===== src/rtl/norprog_pkg.sv =====
package norprog_pkg;

    typedef enum logic [3:0] {
        ST_IDLE,
        ST_UNL1,
        ST_UNL2,
        ST_BYPASS,
        ST_WAIT,
        ST_PCMD,
        ST_PDATA,
        ST_POLL,
        ST_VERIFY,
        ST_EXIT1,
        ST_EXIT2,
        ST_FIN
    } prog_state_e;

    typedef enum logic [1:0] {
        PH_IDLE,
        PH_ACT,
        PH_REC
    } bus_phase_e;

    localparam logic [11:0] KEY_ADDR_A = 12'h555;
    localparam logic [11:0] KEY_ADDR_B = 12'h2AA;
    localparam logic [7:0]  KEY_DATA_A = 8'hAA;
    localparam logic [7:0]  KEY_DATA_B = 8'h55;
    localparam logic [7:0]  CODE_FAST  = 8'h20;
    localparam logic [7:0]  CODE_PROG  = 8'hA0;
    localparam logic [7:0]  CODE_LEAVE = 8'h90;
    localparam logic [7:0]  CODE_ZERO  = 8'h00;

    typedef struct packed {
        logic [11:0] addr_lo;
        logic [7:0]  code;
    } fixed_cmd_t;

    // Address and code of the write issued in each fixed-command state.
    function automatic fixed_cmd_t cmd_for_state(prog_state_e s);
        fixed_cmd_t c;
        c.addr_lo = KEY_ADDR_A;
        c.code    = CODE_ZERO;
        case (s)
            ST_UNL1:   c.code = KEY_DATA_A;
            ST_UNL2:   begin c.addr_lo = KEY_ADDR_B; c.code = KEY_DATA_B; end
            ST_BYPASS: c.code = CODE_FAST;
            ST_PCMD:   c.code = CODE_PROG;
            ST_EXIT1:  c.code = CODE_LEAVE;
            default:   c.code = CODE_ZERO;
        endcase
        return c;
    endfunction

    // States in which a bus cycle is requested.
    function automatic logic is_bus_state(prog_state_e s);
        case (s)
            ST_UNL1, ST_UNL2, ST_BYPASS, ST_PCMD, ST_PDATA,
            ST_POLL, ST_VERIFY, ST_EXIT1, ST_EXIT2: return 1'b1;
            default:                                 return 1'b0;
        endcase
    endfunction

endpackage


===== src/rtl/norprog_bus_cycle.sv =====
module norprog_bus_cycle
    import norprog_pkg::*;
#(
    parameter int AW     = 16,
    parameter int DW     = 8,
    parameter int WE_CYC = 3,
    parameter int RD_CYC = 2
) (
    input  logic          clk,
    input  logic          rst,
    input  logic          req,
    input  logic          req_wr,
    input  logic [AW-1:0] req_addr,
    input  logic [DW-1:0] req_data,
    output logic          idle,
    output logic          ack,
    output logic [DW-1:0] rdata,
    output logic [AW-1:0] fl_addr,
    output logic [DW-1:0] fl_dout,
    output logic          fl_dq_oe,
    output logic          fl_ce_n,
    output logic          fl_we_n,
    output logic          fl_oe_n,
    input  logic [DW-1:0] fl_din
);
    localparam int CMAX = (WE_CYC > RD_CYC) ? WE_CYC : RD_CYC;
    localparam int TW   = $clog2(CMAX + 1);

    bus_phase_e    phase;
    logic [TW-1:0] left;
    logic          wr_q;
    logic [AW-1:0] addr_q;
    logic [DW-1:0] data_q;
    logic [DW-1:0] rdata_q;

    always_ff @(posedge clk) begin
        if (rst) begin
            phase   <= PH_IDLE;
            left    <= '0;
            wr_q    <= 1'b0;
            addr_q  <= '0;
            data_q  <= '0;
            rdata_q <= '0;
        end else begin
            case (phase)
                PH_IDLE: if (req) begin
                    phase  <= PH_ACT;
                    wr_q   <= req_wr;
                    addr_q <= req_addr;
                    data_q <= req_data;
                    left   <= req_wr ? TW'(WE_CYC - 1) : TW'(RD_CYC - 1);
                end
                PH_ACT: begin
                    if (!wr_q && left == '0) rdata_q <= fl_din;
                    if (left == '0) phase <= PH_REC;
                    else            left  <= left - 1'b1;
                end
                PH_REC:  phase <= PH_IDLE;
                default: phase <= PH_IDLE;
            endcase
        end
    end

    assign idle     = (phase == PH_IDLE);
    assign ack      = (phase == PH_REC);
    assign rdata    = rdata_q;
    assign fl_addr  = addr_q;
    assign fl_dout  = data_q;
    assign fl_dq_oe = wr_q && (phase != PH_IDLE);
    assign fl_ce_n  = (phase == PH_IDLE);
    assign fl_we_n  = !(phase == PH_ACT && wr_q);
    assign fl_oe_n  = !(phase == PH_ACT && !wr_q);

    AST_STROBE_EXCL: assert property (@(posedge clk) disable iff (rst)
        !(!fl_we_n && !fl_oe_n));
    AST_WE_NEEDS_CE: assert property (@(posedge clk) disable iff (rst)
        !fl_we_n |-> !fl_ce_n);
    AST_WE_HOLD_BUS: assert property (@(posedge clk) disable iff (rst)
        (!fl_we_n && $past(!fl_we_n)) |-> ($stable(fl_addr) && $stable(fl_dout)));

endmodule


===== src/rtl/norprog_word_track.sv =====
module norprog_word_track #(
    parameter int AW = 16,
    parameter int CW = 8
) (
    input  logic          clk,
    input  logic          rst,
    input  logic          load,
    input  logic          step,
    input  logic [AW-1:0] base,
    input  logic [CW-1:0] count,
    output logic [AW-1:0] addr,
    output logic          last
);
    logic [CW-1:0] remain;

    always_ff @(posedge clk) begin
        if (rst) begin
            addr   <= '0;
            remain <= '0;
        end else if (load) begin
            addr   <= base;
            remain <= count;
        end else if (step) begin
            addr   <= addr + 1'b1;
            remain <= remain - 1'b1;
        end
    end

    assign last = (remain == CW'(1));

    AST_NO_UNDERFLOW: assert property (@(posedge clk) disable iff (rst)
        step |-> (remain > CW'(1)));

endmodule


===== src/rtl/norprog_poll_timer.sv =====
module norprog_poll_timer #(
    parameter int POLL_MAX = 16
) (
    input  logic clk,
    input  logic rst,
    input  logic clr,
    input  logic miss,
    output logic last_try
);
    localparam int TW = $clog2(POLL_MAX + 1);

    logic [TW-1:0] fails;

    always_ff @(posedge clk) begin
        if (rst)       fails <= '0;
        else if (clr)  fails <= '0;
        else if (miss) fails <= fails + 1'b1;
    end

    assign last_try = (fails == TW'(POLL_MAX - 1));

    AST_POLL_BOUND: assert property (@(posedge clk) disable iff (rst)
        fails < TW'(POLL_MAX));

endmodule


===== src/rtl/norprog_ctrl.sv =====
module norprog_ctrl
    import norprog_pkg::*;
#(
    parameter int AW       = 16,
    parameter int DW       = 8,
    parameter int CW       = 8,
    parameter int WE_CYC   = 3,
    parameter int RD_CYC   = 2,
    parameter int POLL_MAX = 16
) (
    input  logic          clk,
    input  logic          rst,
    input  logic          start,
    input  logic [AW-1:0] base_addr,
    input  logic [CW-1:0] word_cnt,
    input  logic          s_valid,
    input  logic [DW-1:0] s_data,
    output logic          s_ready,
    output logic          busy,
    output logic          done,
    output logic          err,
    output logic [AW-1:0] err_addr,
    output logic [AW-1:0] fl_addr,
    output logic [DW-1:0] fl_dout,
    output logic          fl_dq_oe,
    output logic          fl_ce_n,
    output logic          fl_we_n,
    output logic          fl_oe_n,
    input  logic [DW-1:0] fl_din
);
    prog_state_e   state;
    logic [DW-1:0] word_q;
    logic          err_q;
    logic [AW-1:0] err_addr_q;

    logic          bus_req, bus_wr, bus_idle, bus_ack;
    logic [AW-1:0] bus_addr;
    logic [DW-1:0] bus_data, bus_rdata;
    fixed_cmd_t    fixed_cmd;

    logic [AW-1:0] cur_addr;
    logic          last_word, trk_load, trk_step;
    logic          poll_last, poll_clr, poll_miss;
    logic          top_match, full_match;

    assign top_match  = (bus_rdata[DW-1] == word_q[DW-1]);
    assign full_match = (bus_rdata == word_q);

    always_comb begin
        fixed_cmd = cmd_for_state(state);
        bus_req   = bus_idle && is_bus_state(state);
        bus_wr    = 1'b1;
        bus_addr  = AW'(fixed_cmd.addr_lo);
        bus_data  = DW'(fixed_cmd.code);
        case (state)
            ST_PDATA: begin
                bus_addr = cur_addr;
                bus_data = word_q;
            end
            ST_POLL, ST_VERIFY: begin
                bus_wr   = 1'b0;
                bus_addr = cur_addr;
                bus_data = '0;
            end
            default: ;
        endcase
    end

    assign trk_load  = (state == ST_IDLE) && start && (word_cnt != '0);
    assign trk_step  = (state == ST_VERIFY) && bus_ack && full_match && !last_word;
    assign poll_clr  = (state == ST_WAIT) && s_valid;
    assign poll_miss = (state == ST_POLL) && bus_ack && !top_match && !poll_last;

    always_ff @(posedge clk) begin
        if (rst) begin
            state      <= ST_IDLE;
            word_q     <= '0;
            err_q      <= 1'b0;
            err_addr_q <= '0;
        end else begin
            case (state)
                ST_IDLE: if (start) begin
                    err_q <= 1'b0;
                    state <= (word_cnt == '0) ? ST_FIN : ST_UNL1;
                end
                ST_UNL1:   if (bus_ack) state <= ST_UNL2;
                ST_UNL2:   if (bus_ack) state <= ST_BYPASS;
                ST_BYPASS: if (bus_ack) state <= ST_WAIT;
                ST_WAIT: if (s_valid) begin
                    word_q <= s_data;
                    state  <= ST_PCMD;
                end
                ST_PCMD:  if (bus_ack) state <= ST_PDATA;
                ST_PDATA: if (bus_ack) state <= ST_POLL;
                ST_POLL: if (bus_ack) begin
                    if (top_match) begin
                        state <= ST_VERIFY;
                    end else if (poll_last) begin
                        err_q      <= 1'b1;
                        err_addr_q <= cur_addr;
                        state      <= ST_EXIT1;
                    end
                end
                ST_VERIFY: if (bus_ack) begin
                    if (!full_match) begin
                        err_q      <= 1'b1;
                        err_addr_q <= cur_addr;
                        state      <= ST_EXIT1;
                    end else if (last_word) begin
                        state <= ST_EXIT1;
                    end else begin
                        state <= ST_WAIT;
                    end
                end
                ST_EXIT1: if (bus_ack) state <= ST_EXIT2;
                ST_EXIT2: if (bus_ack) state <= ST_FIN;
                ST_FIN:   state <= ST_IDLE;
                default:  state <= ST_IDLE;
            endcase
        end
    end

    assign s_ready  = (state == ST_WAIT);
    assign busy     = (state != ST_IDLE) && (state != ST_FIN);
    assign done     = (state == ST_FIN);
    assign err      = err_q;
    assign err_addr = err_addr_q;

    norprog_bus_cycle #(
        .AW(AW), .DW(DW), .WE_CYC(WE_CYC), .RD_CYC(RD_CYC)
    ) u_bus (
        .clk(clk), .rst(rst),
        .req(bus_req), .req_wr(bus_wr), .req_addr(bus_addr), .req_data(bus_data),
        .idle(bus_idle), .ack(bus_ack), .rdata(bus_rdata),
        .fl_addr(fl_addr), .fl_dout(fl_dout), .fl_dq_oe(fl_dq_oe),
        .fl_ce_n(fl_ce_n), .fl_we_n(fl_we_n), .fl_oe_n(fl_oe_n), .fl_din(fl_din)
    );

    norprog_word_track #(.AW(AW), .CW(CW)) u_track (
        .clk(clk), .rst(rst), .load(trk_load), .step(trk_step),
        .base(base_addr), .count(word_cnt), .addr(cur_addr), .last(last_word)
    );

    norprog_poll_timer #(.POLL_MAX(POLL_MAX)) u_poll (
        .clk(clk), .rst(rst), .clr(poll_clr), .miss(poll_miss), .last_try(poll_last)
    );

    AST_DONE_SINGLE: assert property (@(posedge clk) disable iff (rst)
        done |=> !done);
    AST_READY_QUIET_BUS: assert property (@(posedge clk) disable iff (rst)
        s_ready |-> fl_ce_n);
    AST_ERR_HELD: assert property (@(posedge clk) disable iff (rst)
        (!busy && !start) |=> $stable(err));

endmodule


===== config.mk =====
export PLATFORM = sky130hd
export DESIGN_NAME = norprog_ctrl
export DESIGN_NICKNAME = d
export VERILOG_FILES = /design/src/rtl/norprog_pkg.sv /design/src/rtl/norprog_bus_cycle.sv /design/src/rtl/norprog_word_track.sv /design/src/rtl/norprog_poll_timer.sv /design/src/rtl/norprog_ctrl.sv
export SDC_FILE = /design/constraint.sdc
export NUM_CORES = 1
export LEC_CHECK = 0
export BUFFER_PORTS_ARGS = -buffer_cell sky130_fd_sc_hd__buf_2
export CAP_MARGIN = 20
export CORE_ASPECT_RATIO = 0.6
export CORE_MARGIN = 10
export CORE_UTILIZATION = 55
export CTS_CLUSTER_DIAMETER = 80
export DETAILED_ROUTE_END_ITERATION = 6
export HOLD_SLACK_MARGIN = 0.03
export PLACE_DENSITY = 0.8
export SYNTH_ARGS = -nofsm -noshare
export SYNTH_HDL_FRONTEND = slang
export SYNTH_SLANG_ARGS = --single-unit

===== constraint.sdc =====
create_clock -name clk -period 5.4 [get_ports clk]
set_clock_uncertainty 0.2 [all_clocks]
set_input_delay 1.08 -clock clk [delete_from_list [all_inputs] [get_ports clk]]
set_output_delay 1.08 -clock clk [all_outputs]
set_load 0.005 [all_outputs]

## Word level (Yosys, flattened, before mapping)

Memory sizes are Yosys's and may differ from the RTL's. A register that Yosys moved wholly into a read port is not among the register bits.
Index checks and enable logic that the tools add are counted.
W data, S select, Z words.

- Eq/ne operators: 36
- Reduce and logical (&&, ||, !) cells: 43
- Multiplexer cells: 48
- Add/sub/neg operators: 4

Operator list:

| kind | count |
|---|---|
| $mux W16 | 8 |
| $mux W4 | 18 |
| $pmux W4 S11 | 1 |
| $pmux W8 S5 | 1 |
| $ne A2 B2 Y1 const B | 16 |
| $pmux W16 S2 | 1 |
| $add A16 B1 Y16 const B | 1 |
| $eq A4 B3 Y1 const B | 4 |
| $eq A4 B4 Y1 const B | 4 |
| $mux W8 | 2 |
| $pmux W8 S2 | 1 |
| $logic_and A1 B1 Y1 | 15 |
| $reduce_and A12 Y1 | 1 |
| $mux W11 | 1 |
| $mux W2 | 5 |
| $eq A4 B2 Y1 const B | 2 |
| $eq A8 B1 Y1 const B | 1 |
| $eq A8 B8 Y1 | 1 |
| $logic_not A8 Y1 | 1 |
| $pmux W2 S2 | 2 |
| $reduce_and A2 Y1 | 4 |
| $reduce_bool A2 Y1 | 4 |
| $reduce_bool A8 Y1 | 1 |
| $sub A8 B1 Y8 const B | 1 |
| 22 further kinds | 35 |

- Input bits: 44
- ROM bits: 16
- Memories kept: 1
- Register bits after elaboration: 95

Memory list:

| name | depth | bits a word | read ports | clocked after Yosys merged registers in | wr ports | RTL line | RTL |
|---|---|---|---|---|---|---|---|
| (no name shown) | 16 | 1 | 1 | 1 | 0 | norprog_pkg.sv:56 | `case (s)` |

## Depth between registers and ports, before layout

- Depth after elaboration: 7
- Mapped depth: 9
- Mapped depth without buffers: 8

## Modules after synthesis

From an unflattened synthesis, not the netlist that was laid out.

- Cell total of the unflattened synthesis: 587
- Area total of the unflattened synthesis: 4847.1 um^2

Modules (own cells, without submodules):

| module | cells each | area each (um^2) | instances |
|---|---|---|---|
| norprog_ctrl | 239 | 1849.3 | 1 |
| norprog_bus_cycle | 167 | 1467.7 | 1 |
| norprog_word_track | 157 | 1272.5 | 1 |
| norprog_poll_timer | 24 | 257.7 | 1 |

## Least setup slack after synthesis

OpenSTA, ideal clock, no wires.

- Path kind: in2reg
- Start: input port word_cnt[0]
- End: register u_track.remain[6]
- Cell stages on the path: 7
- Setup slack: 2252 ps
- Data arrival time: 2874 ps
- Library setup time: 74 ps
- Cell sequence: or4_1 > or2_2 > nand2_1 > clkbuf_1 > clkbuf_1 > o311ai_0 > a31oi_1

- Longest elaborated chain between the ends: 3
- Elaborated cells on any way between the ends: 4
- Classes of those cells: mux: 1; reduce/logical: 3

Ends and longest elaborated chain:

| what | RTL line | RTL |
|---|---|---|
| start: declaration | norprog_ctrl.sv:15 | `input logic [CW-1:0] word_cnt,` |
| $reduce_bool A8 Y1 (*) | norprog_ctrl.sv:69 | `assign trk_load = (state == ST_IDLE) && start && (word_cnt != '0);` |
| $logic_and A1 B1 Y1 (*) | norprog_ctrl.sv:69 |  |
| $mux W8 or $reduce_bool A2 Y1 (tied branches) | -- |  |
| end signal: assignment | norprog_word_track.sv:22 | `remain <= count;` |
| end signal: assignment | norprog_word_track.sv:25 | `remain <= remain - 1'b1;` |
| end: declaration | norprog_word_track.sv:14 | `logic [CW-1:0] remain;` |

Every way passes the cells marked *; elsewhere a longest branch is shown, timed or not.
A chain may end at the register's enable or synchronous reset.

## Worst setup path in the final report

- Start: register state[0]
- End: output port busy

- Longest elaborated chain between the ends: 2
- Elaborated cells on any way between the ends: 3
- Classes of those cells: eq/ne: 1; reduce/logical: 2

Ends and longest elaborated chain:

| what | RTL line | RTL |
|---|---|---|
| start: declaration | norprog_ctrl.sv:31 | `prog_state_e state;` |
| start signal: assignment | norprog_ctrl.sv:84 | `state <= (word_cnt == '0) ? ST_FIN : ST_UNL1;` |
| $ne A4 B4 Y1 or $reduce_bool A4 Y1 (tied branches) | norprog_ctrl.sv:124 | `assign busy = (state != ST_IDLE) && (state != ST_FIN);` |
| $logic_and A1 B1 Y1 (*) | norprog_ctrl.sv:124 |  |
| end: declaration | norprog_ctrl.sv:19 | `output logic busy,` |

Marks and branches as above.

==> parameters.txt <==
Parameter                              Value

Run status
  Status    finished, final reports clean

Placement
  Input/output buffers    91
  Routability congestion estimate    0.9191
  Post-DP HPWL    9.403 mm
  DP Worst Slack    2064 ps
  Placed cell count    725

Timing
  Worst-case headroom to the max-slew limit    37.16%
  Finish-stage setup viols    0
  Worst Hold Margin    252.7 ps
  Setup repair after global routing missed its margin    no
  Worst Slack Setup Final    2241 ps
  Minimum period implied by the final worst setup slack    3159 ps
  Highest clock frequency the design can meet    316.6 MHz
  Final TNS setup    0 ps
  Number of pins with negative max-slew slack in the final report    0
  Hold Fails Final Rpt    0
  Post-route clock period utilization    58.50%
  Actual transition at the worst max-transition pin    942.7 ps

CTS
  Clock latency of the later-clocked register in the worst-skew pair    350 ps
  Clock transition at path regs    70 ps
  Longest Clk Path Bufs    2
  Count of hold buffers inserted by post-cts repair    0
  Number of buffers added by the clock tree synthesis step    9
  Post-CTS setup buffer count    0
  Clk sinks    96
  TritonCTS clock tree    built
  Post-CTS sizing    0
  Number of levels the H-tree was split into    3
  CTS Root Buffer Type    sky130_fd_sc_hd__clkbuf_16

Power
  Total power per unit cell area    503.2 nW/um^2
  Sequential group share of total power    40.0%
  Cell-internal power    1.606 mW
  Leakage power    2.078 nW
  Reported net switching power    1.089 mW
  Total power draw    2.695 mW
  Switching share of total power    40.42%
  Worst VDD drop    283.2 uV
  Power share of the clock group    24.5%
  Combinational group share of total power    35.5%

Synth
  Yosys top cell area share    42.08%
  Combinational family with the most area after synthesis    simple AND/OR/NAND/NOR gates
  Number of standard cells after synthesis    554
  Share of synthesized cell area in and, or, nand and nor gates    27.21%
  Cell area after synthesis    4567 um^2
  Post-synthesis mux area share    5.479%
  Net count after synthesis    604
  Arithmetic-cell share of the synthesized area counting full adders, half adders and majority gates    1.644%
  EDFF count, synth    0
  Synthesized area divided by synthesized cell count    8.243 um^2
  Post-synthesis cell type with the largest combined area    sky130_fd_sc_hd__dfxtp_1
  Leading post-synthesis cells by cell area    sky130_fd_sc_hd__dfxtp_1 42%, sky130_fd_sc_hd__nor2_1 7.8%, sky130_fd_sc_hd__mux2i_1 5.5%
  Async set-reset flop share out of synthesis    0%
  Syn. warnings    0
  Synth cell types    62
  Post-synth top flop    sky130_fd_sc_hd__dfxtp_1
  Xor and xnor fraction of the mapped netlist area    3.041%
  Post-synthesis sequential area ratio    42.08%
  Fraction of the mapped netlist area in compound gates    16.14%
  Register bit total from synthesis    96

Global routing
  Via count of the first global-routing pass    4143
  Pin count of the biggest net entering global routing    60
  Overall global routing resource usage    20.32%
  Grt total ovfl    0
  Initial antenna violation count    0
  Global-route wire length before repair    20.88 mm

Drt
  Uppermost metal layer occupied by signal nets    met4
  Initial detailed-routing violation count    470
  WL/cell    17.40 um
  Detail Route met3 WL    1.385 mm
  Total Routed Length    12.89 mm
  DR vias/cell    5.924
  DRC violations left    0
  Via count    4390
  Number of nets still failing antenna checks after routing    0
  Number of iterations in the first detailed-routing pass    5
  Met1 Wirelength    6.010 mm
  Met2 Routed Length    5.372 mm

Critical path
  Crit Reg-Reg Startpoint    state[3]$_SDFFE_PP0N_
  Crit-path max FO    22
  Worst Path Buf+Inv    1
  CP Capture Type    output port
  CP cell instances    nor2_1 > nand2_1 > a21o_1 > buf_2
  Launching element type of the critical path    flip-flop
  Required time worst endpoint    4120 ps
  FF-to-FF path depth    5
  Arrival time of data at the critical path endpoint    1880 ps
  Slowest library cell on the worst path    sky130_fd_sc_hd__dfxtp_1
  Dominant delay contributor by cell family on the critical path    flip-flops
  Stage delay of the slowest cell on the critical path    860 ps
  R2R Setup Slk    2360 ps
  Worst Setup Path Type    reg -> out
  Crit Reg-Reg Endpoint    u_track.addr[9]$_SDFFE_PP0P_

Layout
  Area growth from synthesis to layout    17.26%
  Fin nets    678
  Antenna fix cells    0
  Layout filler cell count    656
  Number of cells in the finished layout apart from fillers    741
  Fraction of layout instances using a drive strength above 1    19.43%

Hold path
  Worst hold path endpoint    u_bus.fl_addr[12]$_SDFFE_PP0P_
  Worst min-delay path class    reg -> reg
  Count of cells along the worst hold path    2
  Hold Crit Start    u_bus.fl_addr[12]$_SDFFE_PP0P_

Die
  Die Outline Area    12470 um^2
  Die outline width    137.6 um
  Core Rows    25
  Core Footprint    7976 um^2
  Die Y-Extent    90.59 um
  Number of placed I/O pins    92
  Starting density of the core    57.25%

Run
  Max capacitance violation total    0
## flip-flops by register name, summed over array words and instances (netlist names), named ones only
register and flops:
u_track.remain 8, state 4, u_bus.fl_addr 16, err 1, word_q 8, u_bus.rdata 8
u_track.addr 16, u_bus.fl_dout 8, err_addr 16, u_bus.phase 2, u_bus.wr_q 1, u_bus.left 2
u_poll.fails 5
## cell usage after synthesis (5+ instances only)
cell type	count
sky130_fd_sc_hd__dfxtp_1	96
sky130_fd_sc_hd__nor2_1	95
sky130_fd_sc_hd__nand2_1	60
sky130_fd_sc_hd__a21oi_1	39
sky130_fd_sc_hd__clkbuf_1	25
sky130_fd_sc_hd__mux2i_1	25
sky130_fd_sc_hd__nor3_1	20
sky130_fd_sc_hd__inv_1	17
sky130_fd_sc_hd__a211oi_1	12
sky130_fd_sc_hd__o211ai_1	11
sky130_fd_sc_hd__a311oi_1	10
sky130_fd_sc_hd__o21ai_0	10
sky130_fd_sc_hd__nand3_1	9
sky130_fd_sc_hd__nand4_1	9
sky130_fd_sc_hd__xnor2_1	8
sky130_fd_sc_hd__or4_1	7
sky130_fd_sc_hd__ha_1	6
sky130_fd_sc_hd__o31ai_1	6
sky130_fd_sc_hd__or3_1	6
sky130_fd_sc_hd__xor2_1	6
sky130_fd_sc_hd__and2_1	5
sky130_fd_sc_hd__and3_1	5
sky130_fd_sc_hd__nand2b_1	5
## per-stage QoR
step | cell area (um^2) | utilization [%]
after global routing | 5355 | 67.14
after CTS | 5355 | 67.14
after detailed placement | 5046 | 63.26
final | 5355 | 67.14
after floorplan | 4567 | -
after global placement | 5046 | 63.26
## metal layers
| layer | global-route usage (%) | up-vias |
|---|---|---|
| met4 | 4.895 | 0 |
| met1 | 28.97 | 2051 |
| met2 | 28.82 | 195 |
| met5 | 0 | - |
| met3 | 6.222 | 14 |
| li1 | - | 2130 |
## worst max path at each step
stage / from / cells past startpoint / slack [ps] / end
finish: state[0]$_SDFFE_PP0N_ / 4 / 2240 / busy
global route: state[3]$_SDFFE_PP0N_ / 5 / 2120 / u_track.addr[2]$_SDFFE_PP0P_
CTS: state[2]$_SDFFE_PP0N_ / 2 / 2280 / s_ready
detailed placement: word_cnt[0] / 8 / 2060 / u_track.addr[2]$_SDFFE_PP0P_
global placement: word_cnt[0] / 8 / 2150 / u_track.addr[2]$_SDFFE_PP0P_
floorplan: word_cnt[0] / 7 / 2250 / u_track.remain[6]$_SDFFE_PP0P_
## kinds of logic after synthesis
group | Yosys count
and+or+nand+nor | 253
AOI/OAI and AO/OA | 111
DFF | 96
buffers and inverters | 48
muxes | 25
xor gates and xnor gates | 15
adders and majority gates | 6
## placed cells by master, fill, tap and decap left out, types with 4 or more instances in the layout
master,synthesis,layout
sky130_fd_sc_hd__a2111oi_0,4,4
sky130_fd_sc_hd__a211oi_1,12,12
sky130_fd_sc_hd__a21oi_1,39,38
sky130_fd_sc_hd__a311oi_1,10,10
sky130_fd_sc_hd__a31oi_1,4,4
sky130_fd_sc_hd__and2_1,5,5
sky130_fd_sc_hd__and3_1,5,5
sky130_fd_sc_hd__buf_2,2,91
sky130_fd_sc_hd__clkbuf_16,0,9
sky130_fd_sc_hd__dfxtp_1,96,96
sky130_fd_sc_hd__ha_1,6,6
sky130_fd_sc_hd__inv_1,17,17
sky130_fd_sc_hd__mux2i_1,25,25
sky130_fd_sc_hd__nand2_1,60,60
sky130_fd_sc_hd__nand2b_1,5,5
sky130_fd_sc_hd__nand3_1,9,9
sky130_fd_sc_hd__nand4_1,9,9
sky130_fd_sc_hd__nand4b_1,4,4
sky130_fd_sc_hd__nor2_1,95,95
sky130_fd_sc_hd__nor3_1,20,20
sky130_fd_sc_hd__nor4_1,4,4
sky130_fd_sc_hd__o211ai_1,11,11
sky130_fd_sc_hd__o21ai_0,10,10
sky130_fd_sc_hd__o31ai_1,6,6
sky130_fd_sc_hd__or3_1,6,6
sky130_fd_sc_hd__or4_1,7,7
sky130_fd_sc_hd__xnor2_1,8,8
sky130_fd_sc_hd__xor2_1,6,6
## layout make-up
| cell class | count | area, um^2 | area share, % |
|---|---|---|---|
| clock buffer | 9 | 225.2 | 4.206 |
| inverter | 17 | 63.81 | 1.192 |
| sequential | 96 | 1922 | 35.89 |
| multi-input combinational | 410 | 2447 | 45.70 |
| clock inverter | 7 | 83.83 | 1.565 |
| timing repair buffer | 94 | 478.0 | 8.925 |
| tap | 108 | 135.1 | 2.523 |
## power groups by stage
stage,clock network [mW],registers (mW),logic (mW)
detailed placement,0,1.08,0.937
global placement,0,1.07,0.908
CTS,0.671,1.07,0.946
floorplan,0,0.991,0.713
finish,0.661,1.08,0.956
global route,0.701,1.10,1.07
## worst register-to-register path, delay by kind of cell, from the launching register on
family / cells / cell delay [ps]
compound gates: 1 / 270
flops: 1 / 770
simple gates: 4 / 1690
No activity file was read; power rests on OpenSTA's default activity.
